## config.mk

```make
export PLATFORM = sky130hd
export DESIGN_NAME = zclr_ctrl
export DESIGN_NICKNAME = d
export VERILOG_FILES = /design/src/rtl/zclr_pkg.sv /design/src/rtl/zclr_done_sync.sv /design/src/rtl/zclr_trig.sv /design/src/rtl/zclr_regs.sv /design/src/rtl/zclr_ctrl.sv
export SDC_FILE = /design/constraint.sdc
export NUM_CORES = 1
export LEC_CHECK = 0
export CAP_MARGIN = 10
export CELL_PAD_IN_SITES_DETAIL_PLACEMENT = 1
export CELL_PAD_IN_SITES_GLOBAL_PLACEMENT = 1
export CORE_MARGIN = 3
export CORE_UTILIZATION = 29
export DETAILED_ROUTE_END_ITERATION = 10
export PLACE_DENSITY_LB_ADDON = 0.1
export SLEW_MARGIN = 20
export SYNTH_ARGS = -nofsm -noshare
export SYNTH_HDL_FRONTEND = slang
export SYNTH_SLANG_ARGS = --single-unit
```

## constraint.sdc

```tcl
create_clock -name clk -period 2 [get_ports clk]
set_input_delay 0.5 -clock clk [delete_from_list [all_inputs] [get_ports clk]]
set_output_delay 0.5 -clock clk [all_outputs]
set_load 0.01 [all_outputs]
```

## src/rtl/zclr_pkg.sv

```systemverilog
// Package: shared constants for the zeroization control bank.
// Assumes word-addressed register offsets and one bit per engine.
package zclr_pkg;
    localparam int          ZC_DATA_W    = 32;
    localparam int          ZC_ADDR_W    = 4;
    localparam logic [31:0] ZC_ENG_MASK  = 32'h0003_34CF;
    localparam int          ZC_SYNC_STG  = 2;

    localparam int OFS_START  = 0;
    localparam int OFS_DONE   = 1;
    localparam int OFS_RESULT = 2;
    localparam int OFS_GATE   = 3;
    localparam int OFS_ERRLOG = 4;
    localparam int OFS_IRQST  = 5;
    localparam int OFS_IRQEN  = 6;

    localparam int GATE_HW_BIT  = 0;
    localparam int GATE_LOG_BIT = 1;
endpackage

```

## src/rtl/zclr_done_sync.sv

```systemverilog
// Module: zclr_done_sync
// Synchronizes the engine completion levels into the register clock and
// flags 0-to-1 changes. Assumes idle completion level is high, so all
// stages reset to 1 to avoid a false edge after reset.
module zclr_done_sync #(
    parameter int          W      = 32,
    parameter int          STAGES = 2,
    parameter logic [W-1:0] MASK  = '1
) (
    input  logic         clk,
    input  logic         rst_n,
    input  logic [W-1:0] din,
    output logic [W-1:0] rise
);
    localparam int LAST = STAGES - 1;

    logic [W-1:0] stg [STAGES];
    logic [W-1:0] prev_q;

    genvar g;
    generate
        for (g = 0; g < STAGES; g++) begin : g_stage
            if (g == 0) begin : g_first
                // Purpose: first capture flop of the synchronizer.
                always_ff @(posedge clk) begin
                    if (!rst_n) stg[g] <= '1;
                    else        stg[g] <= din;
                end
            end else begin : g_next
                // Purpose: further synchronizer stage.
                always_ff @(posedge clk) begin
                    if (!rst_n) stg[g] <= '1;
                    else        stg[g] <= stg[g-1];
                end
            end
        end
    endgenerate

    // Purpose: remember the last synchronized level for edge detection.
    always_ff @(posedge clk) begin
        if (!rst_n) prev_q <= '1;
        else        prev_q <= stg[LAST];
    end

    assign rise = stg[LAST] & ~prev_q & MASK;
endmodule

```

## src/rtl/zclr_trig.sv

```systemverilog
// Module: zclr_trig
// Merges software and gated hardware start requests into registered
// one-cycle start pulses. Assumes hardware requests arrive as pulses.
module zclr_trig #(
    parameter int           W    = 32,
    parameter logic [W-1:0] MASK = '1
) (
    input  logic         clk,
    input  logic         rst_n,
    input  logic         sw_fire,
    input  logic [W-1:0] sw_bits,
    input  logic [W-1:0] hw_req,
    input  logic         hw_allow,
    output logic [W-1:0] start
);
    logic [W-1:0] sw_sel;
    logic [W-1:0] hw_sel;

    // Purpose: select the request sources active this cycle.
    always_comb begin
        sw_sel = sw_fire  ? sw_bits : '0;
        hw_sel = hw_allow ? hw_req  : '0;
    end

    // Purpose: register the merged, masked start pulse.
    always_ff @(posedge clk) begin
        if (!rst_n) start <= '0;
        else        start <= (sw_sel | hw_sel) & MASK;
    end
endmodule

```

## src/rtl/zclr_regs.sv

```systemverilog
// Module: zclr_regs
// Holds the safety gate, error log, interrupt status and enable, and the
// registered read port. Assumes rst_n already includes power-on reset;
// the error log alone uses por_n.
module zclr_regs #(
    parameter int           DW   = 32,
    parameter int           AW   = 4,
    parameter logic [DW-1:0] MASK = '1
) (
    input  logic          clk,
    input  logic          rst_n,
    input  logic          por_n,
    input  logic          wr_en,
    input  logic          rd_en,
    input  logic [AW-1:0] addr,
    input  logic [DW-1:0] wdata,
    input  logic [DW-1:0] done_raw,
    input  logic [DW-1:0] pass_raw,
    input  logic          rise_any,
    output logic [DW-1:0] rdata,
    output logic          gate_scan,
    output logic          gate_log,
    output logic          irq_en,
    output logic          irq,
    output logic [DW-1:0] errlog_q
);
    import zclr_pkg::*;

    logic          irq_st;
    logic [DW-1:0] rd_mux;
    logic          wr_gate, wr_err, wr_ist, wr_ien;

    // Purpose: decode write strobes per register.
    always_comb begin
        wr_gate = wr_en && (addr == AW'(OFS_GATE));
        wr_err  = wr_en && (addr == AW'(OFS_ERRLOG));
        wr_ist  = wr_en && (addr == AW'(OFS_IRQST));
        wr_ien  = wr_en && (addr == AW'(OFS_IRQEN));
    end

    // Purpose: safety gate bits and interrupt enable.
    always_ff @(posedge clk) begin
        if (!rst_n) begin
            gate_scan <= 1'b0;
            gate_log  <= 1'b0;
            irq_en    <= 1'b0;
        end else begin
            if (wr_gate) begin
                gate_scan <= wdata[GATE_HW_BIT];
                gate_log  <= wdata[GATE_LOG_BIT];
            end
            if (wr_ien) irq_en <= wdata[0];
        end
    end

    // Purpose: sticky interrupt status, new completion beats a clear.
    always_ff @(posedge clk) begin
        if (!rst_n)                   irq_st <= 1'b0;
        else if (rise_any)            irq_st <= 1'b1;
        else if (wr_ist && wdata[0])  irq_st <= 1'b0;
    end

    // Purpose: write-protected error log, cleared only by power-on reset.
    always_ff @(posedge clk) begin
        if (!por_n)                         errlog_q <= '0;
        else if (rst_n && wr_err && gate_log) errlog_q <= wdata;
    end

    // Purpose: read multiplexer over the register offsets.
    always_comb begin
        rd_mux = '0;
        case (addr)
            AW'(OFS_DONE):   rd_mux = done_raw & MASK;
            AW'(OFS_RESULT): rd_mux = pass_raw & MASK;
            AW'(OFS_GATE): begin
                rd_mux[GATE_HW_BIT]  = gate_scan;
                rd_mux[GATE_LOG_BIT] = gate_log;
            end
            AW'(OFS_ERRLOG): rd_mux = errlog_q;
            AW'(OFS_IRQST):  rd_mux[0] = irq_st;
            AW'(OFS_IRQEN):  rd_mux[0] = irq_en;
            default:         rd_mux = '0;
        endcase
    end

    // Purpose: registered read data, held while no read is issued.
    always_ff @(posedge clk) begin
        if (!rst_n)     rdata <= '0;
        else if (rd_en) rdata <= rd_mux;
    end

    assign irq = irq_st & irq_en;
endmodule

```

## src/rtl/zclr_ctrl.sv

```systemverilog
// Module: zclr_ctrl (top)
// Register bank that starts per-domain clearing engines and reports their
// completion and result. Assumes engines pulse-start and hold done high
// when idle; sync reset rst_n, power-on reset por_n (both active-low).
module zclr_ctrl #(
    parameter int                  DATA_W   = zclr_pkg::ZC_DATA_W,
    parameter int                  ADDR_W   = zclr_pkg::ZC_ADDR_W,
    parameter logic [DATA_W-1:0]   ENG_MASK = zclr_pkg::ZC_ENG_MASK,
    parameter int                  SYNC_STG = zclr_pkg::ZC_SYNC_STG
) (
    input  logic              clk,
    input  logic              rst_n,
    input  logic              por_n,
    input  logic              wr_en,
    input  logic              rd_en,
    input  logic [ADDR_W-1:0] addr,
    input  logic [DATA_W-1:0] wdata,
    output logic [DATA_W-1:0] rdata,
    input  logic [DATA_W-1:0] hw_req,
    output logic [DATA_W-1:0] eng_start,
    input  logic [DATA_W-1:0] eng_done,
    input  logic [DATA_W-1:0] eng_pass,
    output logic              irq
);
    import zclr_pkg::*;

    logic              sys_rst_n;
    logic              sw_fire;
    logic [DATA_W-1:0] rise;
    logic              gate_scan, gate_log, irq_en;
    logic [DATA_W-1:0] errlog_q;

    assign sys_rst_n = rst_n & por_n;
    assign sw_fire   = wr_en && (addr == ADDR_W'(OFS_START));

    zclr_done_sync #(.W(DATA_W), .STAGES(SYNC_STG), .MASK(ENG_MASK)) u_sync (
        .clk(clk), .rst_n(sys_rst_n), .din(eng_done), .rise(rise)
    );

    zclr_trig #(.W(DATA_W), .MASK(ENG_MASK)) u_trig (
        .clk(clk), .rst_n(sys_rst_n), .sw_fire(sw_fire), .sw_bits(wdata),
        .hw_req(hw_req), .hw_allow(gate_scan), .start(eng_start)
    );

    zclr_regs #(.DW(DATA_W), .AW(ADDR_W), .MASK(ENG_MASK)) u_regs (
        .clk(clk), .rst_n(sys_rst_n), .por_n(por_n), .wr_en(wr_en),
        .rd_en(rd_en), .addr(addr), .wdata(wdata), .done_raw(eng_done),
        .pass_raw(eng_pass), .rise_any(|rise), .rdata(rdata),
        .gate_scan(gate_scan), .gate_log(gate_log), .irq_en(irq_en),
        .irq(irq), .errlog_q(errlog_q)
    );
endmodule

```

* Word-level counts from Yosys, hierarchy flattened *
Memory sizes are Yosys's and may differ from the RTL's.
Index checks and enable logic that the tools add are counted.

storage, ports and cells
  register bits = 118
  memory bits (writable) = 64
  input port bits = 137
  output and inout port bits = 65
  word-level logic and storage cells = 45
  memories = 1

memories
  memory      depth  bits a word  read ports  clocked after Yosys merged registers in  write ports  line                  text
  u_sync.stg  2      32           2           0                                        2            zclr_done_sync.sv:17  logic [W-1:0] stg [STAGES];

cells by class
  equal/unequal tests = 6
  muxes and demuxes = 11
  bitwise logic cells = 7
  reduce and logical (&&, ||, !) cells = 11

operator list
  operator                                                          count
  30-bit one-hot mux with 3 select lines                            1
  32-bit 2-to-1 mux                                                 2
  18-bit 2-to-1 mux                                                 2
  18-bit AND                                                        1
  18-bit inverter                                                   1
  18-bit bitwise OR                                                 1
  4-bit by 3-bit == test with 1-bit output (second input constant)  3
  11-bit OR reduction                                               1
  4-bit by 2-bit == test with 1-bit output (second input constant)  2
  1-bit logical AND                                                 8
  1-bit one-hot mux with 6 select lines                             1
  4-bit by 1-bit == test with 1-bit output (second input constant)  1
  4-bit zero test                                                   1
  1-bit 2-to-1 mux                                                  4
  1-bit one-hot mux with 4 select lines                             1
  1-bit AND                                                         2
  1-bit bitwise OR                                                  2
  2-bit nonzero test                                                1

* Logic depth before layout (Yosys ltp) *
  word-level depth = 5
  gate-level depth with buffers = 7
  gate-level depth less buffers = 4

* By module *
A second synthesis with hierarchy kept.

second synthesis, totals
  cell total of the unflattened synthesis = 503
  area, all modules = 4595.7 um^2

modules (own cells, without submodules)
  module          times used  cells each  area an instance (um^2)  seq. area each (um^2)
  zclr_regs       1           329         2830.2                   1361.3
  zclr_done_sync  1           102         1114.8                   660.6
  zclr_trig       1           58          556.8                    220.2
  zclr_ctrl       1           14          93.8                     0.0

* Worst setup path after synthesis *
OpenSTA, ideal clock, no wires.

  kind = in2reg
  start point = input port addr[2]
  end point = register u_regs.rdata[13]
  setup time = 0.074 ns
  arrival time = 1.585 ns
  data required time = 1.926 ns
  slack = 0.340 ns
  stages on the path = 6
  path buffers = 2
  cells stage by stage = buf_4 > o21ai_0 > o21ai_1 > or4b_1 > clkbuf_2 > o21ai_0

on the way
  longest elaborated chain between the ends = 2
  elaborated cells on any way between the ends = 4
  classes of those cells = eq/ne (3); mux (1)

ends and longest elaborated chain
  item                                                              line             text
  start, declared                                                   zclr_ctrl.sv:16  input logic [ADDR_W-1:0] addr,
  4-bit by 3-bit == test with 1-bit output (tied with other cells)  zclr_regs.sv:72  case (addr)
  30-bit one-hot mux with 3 select lines (*)                        zclr_regs.sv:72
  end signal, assigned                                              zclr_regs.sv:89  else if (rd_en) rdata <= rd_mux;
  end, declared                                                     zclr_regs.sv:20  output logic [DW-1:0] rdata,

Every way passes the cells marked *; elsewhere a longest branch is shown, timed or not.
A chain may end at the register's enable or synchronous reset.

* Worst setup path after layout *
  start point = input port addr[1]
  end point = register u_regs.rdata[1]

on the way
  longest elaborated chain between the ends = 2
  elaborated cells on any way between the ends = 5
  classes of those cells = eq/ne (4); mux (1)

ends and longest elaborated chain
  item                                                              line
  4-bit by 3-bit == test with 1-bit output (tied with other cells)  zclr_regs.sv:72
  1-bit one-hot mux with 4 select lines (*)                         zclr_regs.sv:72

Marks and branches as above.

==> impl_metrics.csv <==
group,metric,value,unit
status,status,"finished clean",
cts,clk_pin_slew,70,ps
global_route,grt_pass1_vias,3703,
cts,numClockSinks,112,
critical_path,crit_slowest_cell,"clkdlybuf4s50_1",
power,power_frac_seq,0.522,
yosys,netlist_instances,467,
power,power.share.clock,0.396,
placement,dpl.hpwl,9.12,mm
finish,fin_util,0.421,
hold_path,min_path_type,"reg -> reg",
critical_path,crit_family,"buffers and inverters",
drt,first_pass_iters,4,
placement,place_congestion,0.780,
global_route,antenna_found_initial,0,
sta,slew_headroom,0.572,
finish,fin_area,5940,µm²
drt,drc_errors,0,
floorplan,die_h,127,µm
sta,setup_viol,0,
yosys,synth_compound_area_frac,0.159,
placement,dp.cells,756,
placement,placed_area,5640,µm²
global_route,track_usage,0.159,
finish,syn_to_final_growth,39.6,%
cts,ctsRootBufferMaster,"clkbuf_16",
flow_run,cap_violations,0,
floorplan,num_rows,43,
critical_path,r2r-start,"u_regs.gate_scan$_SDFFE_PP0P_",
power,p_sw,1.01,mW
critical_path,r2r_slack,600,ps
cts,clk_path_buf_depth,2,
yosys,synth.avg_cell_area,9.11,µm²
power,max-vdd-ir-drop,0.000445,V
floorplan,initial_core_util,0.302,
sta,fin_skew,7.18,ps
power,combPwrFrac,0.083,
power,p_int,3.31,mW
finish,stdcell_count,772,
yosys,yosysSeqAreaShare,0.527,
yosys,synth_area,4250,µm²
sta,slew_violations,0,
floorplan,die_w,127,µm
drt,wl_per_cell,16.3,µm
placement,pre_cts_slack,-573,ps
floorplan,num_io_pins,202,
critical_path,cp_slowest_stage_delay,560,ps
cts,postCtsSetupBuffers,0,
global_route,grt_pass1_wl,20.1,mm
drt,drt_iter0_drc,195,
critical_path,worstSetupEndpointType,"register",
cts,hold_buffers,0,
global_route,grt_max_degree,48,
yosys,synth-xor-area-share,0.00206,
yosys,synth_top_family_by_area,"simple AND/OR/NAND/NOR gates",
drt,routed_wl,12.6,mm
critical_path,crit_path_start_kind,"input pin",
sta,worst_pin_slew,642,ps
critical_path,crit_chain,"clkdlybuf4s50_1, nor4b_4, buf_4, a22oi_1, a21oi_1",
sta,post-route-min-period,1880,ps
power,p_per_area,727,nW/µm²
yosys,ys_top_cells_by_area,"dfxtp_1 53%, nand2b_1 7.6%, nand2_1 7.1%",
hold_path,hold_start,"u_sync.stg[0][17]$_SDFF_PP1_",
yosys,synthAdderAreaFrac,0,
critical_path,cp.buffers_inverters,2,
cts,htreeDepth,3,
finish,layout_common_cells,"114 x clkdlybuf4s50_1, 112 x dfxtp_1, 80 x nand2_1",
finish,antenna_cells,0,
cts,clock_latency,350,ps
cts,cts_tree,"yes",
yosys,synthSimpleGateAreaFrac,0.219,
power,swShare,0.233,
critical_path,reg2reg_to,"u_regs.rdata[0]$_SDFFE_PP0P_",
yosys,synth_top_cell_by_area,"dfxtp_1",
yosys,ys_warn_count,0,
drt,ant_nets,0,
floorplan,core,14100,µm²
drt,vias,3564,
critical_path,worstPathArrival,2170,ps
finish,final_common_cell,"clkdlybuf4s50_1",
critical_path,r2r_cells,4,
hold_path,worstHoldEndpoint,"u_sync.stg[1][17]$_SDFF_PP1_",
sta,hold_viol,0,
yosys,muxShareOfSynthArea,0.0121,
sta,rsz0062_at_grt,"no",
power,total_power,4.32,mW
sta,fmax,0.531,GHz
global_route,grt.overflow.total,0,
cts,cts_buffers,9,
floorplan,die_area,16200,µm²
critical_path,worstSetupPathType,"in -> reg",
yosys,ys_seq_elements,112,
power,leakage,2.14,nW
drt,vias_per_cell,4.62,
placement,port_buffers,117,
critical_path,crit_required,2290,ps
hold_path,hold_depth,1,
yosys,synth_top_cell_area_share,0.527,
critical_path,worstPathMaxFanout,32,
finish,drive_gt1_frac,0.0760,
finish,nets,724,
sta,postLayoutSetupSlackWorst,115,ps
sta,fin_crit_sh,0.942,
yosys,ys_types,36,
==> registers in the layout, summed over array words and instances (netlist names) <==
name              count
u_trig.start         11
u_sync.prev_q        11
u_regs.irq_en         1
u_sync.stg           22
u_regs.rdata         32
u_regs.errlog_q      32
u_regs.gate_log       1
u_regs.gate_scan      1
u_regs.irq_st         1
==> synth_stat cells (all sizes together) <==
| cell type | instances |
|---|---|
| a222oi | 10 |
| and3 | 1 |
| nand3 | 21 |
| buf | 29 |
| conb | 1 |
| nand2b | 52 |
| a2111oi | 1 |
| nand3b | 2 |
| a31oi | 2 |
| nor4b | 2 |
| o2111ai | 1 |
| o21ai | 14 |
| inv | 8 |
| nand2 | 80 |
| clkbuf | 25 |
| and4 | 1 |
| a22o | 1 |
| a21boi | 32 |
| mux2i | 4 |
| a21oi | 25 |
| nor2 | 17 |
| xor2 | 1 |
| o22ai | 2 |
| dfxtp | 112 |
| a22oi | 12 |
| or4b | 1 |
| nand4b | 1 |
| mux2 | 1 |
| nor2b | 2 |
| and2 | 3 |
| nand4 | 3 |
==> stage by stage <==
stage	hold WS, ps	TNS (ps)
finish	412	0
global route	437	0
CTS	417	0
detailed placement	396	-18070
global placement	389	-16390
floorplan	386	0
==> routing by layer <==
metal	vias up	track usage	wire length, µm
met1	1714	0.200	5720
met2	76	0.267	6110
met3	8	0.0493	642
li1	1766	-	-
met4	0	0.0385	139
met5	-	0	0
==> worst max path at each step <==
| stage | startpoint | depth (start not counted) | slack (ps) | end |
|---|---|---|---|---|
| final | addr[1] | 5 | 120 | u_regs.rdata[1]$_SDFFE_PP0P_ |
| after floorplan | addr[2] | 6 | 340 | u_regs.rdata[13]$_SDFFE_PP0P_ |
| after CTS | addr[0] | 7 | 50 | u_regs.rdata[13]$_SDFFE_PP0P_ |
| after global routing | addr[1] | 6 | 0.8 | u_regs.rdata[13]$_SDFFE_PP0P_ |
| after global placement | addr[2] | 5 | -490 | u_regs.rdata[13]$_SDFFE_PP0P_ |
| after detailed placement | addr[2] | 5 | -570 | u_regs.rdata[13]$_SDFFE_PP0P_ |
==> layout make-up <==
cell class	instances	area (µm²)
Inverter	8	30.0
Timing Repair Buffer	143	1400
Fill cell	1655	8160
Clock buffer	10	229
Tap cell	180	225
Sequential cell	112	2240
Clock inverter	6	51.3
Multi-Input combinational cell	313	1760
==> power by group through the flow <==
stage	sequential [mW]	combinational, mW	clock, mW
after floorplan	2.30	0.158	0
after CTS	2.25	0.361	1.78
after detailed placement	2.30	0.358	0
after global placement	2.30	0.355	0
after global routing	2.25	0.388	1.89
final	2.25	0.358	1.71
==> repair_timing <==
action	4_1_cts	5_1_grt
endpoints found under the setup margin	9	13
gates resized for setup	1	5
pin swaps	0	1
==> cells by family (layout without fill, tap and decap cells) <==
family	after synthesis	in the layout
other	1	21
and+or+nand+nor	186	186
DFF	112	112
xor gates and xnor gates	1	1
buffers and inverters	62	167
AOI/OAI and AO/OA	100	100
muxes	5	5
Power figures use the tool's default switching activity.
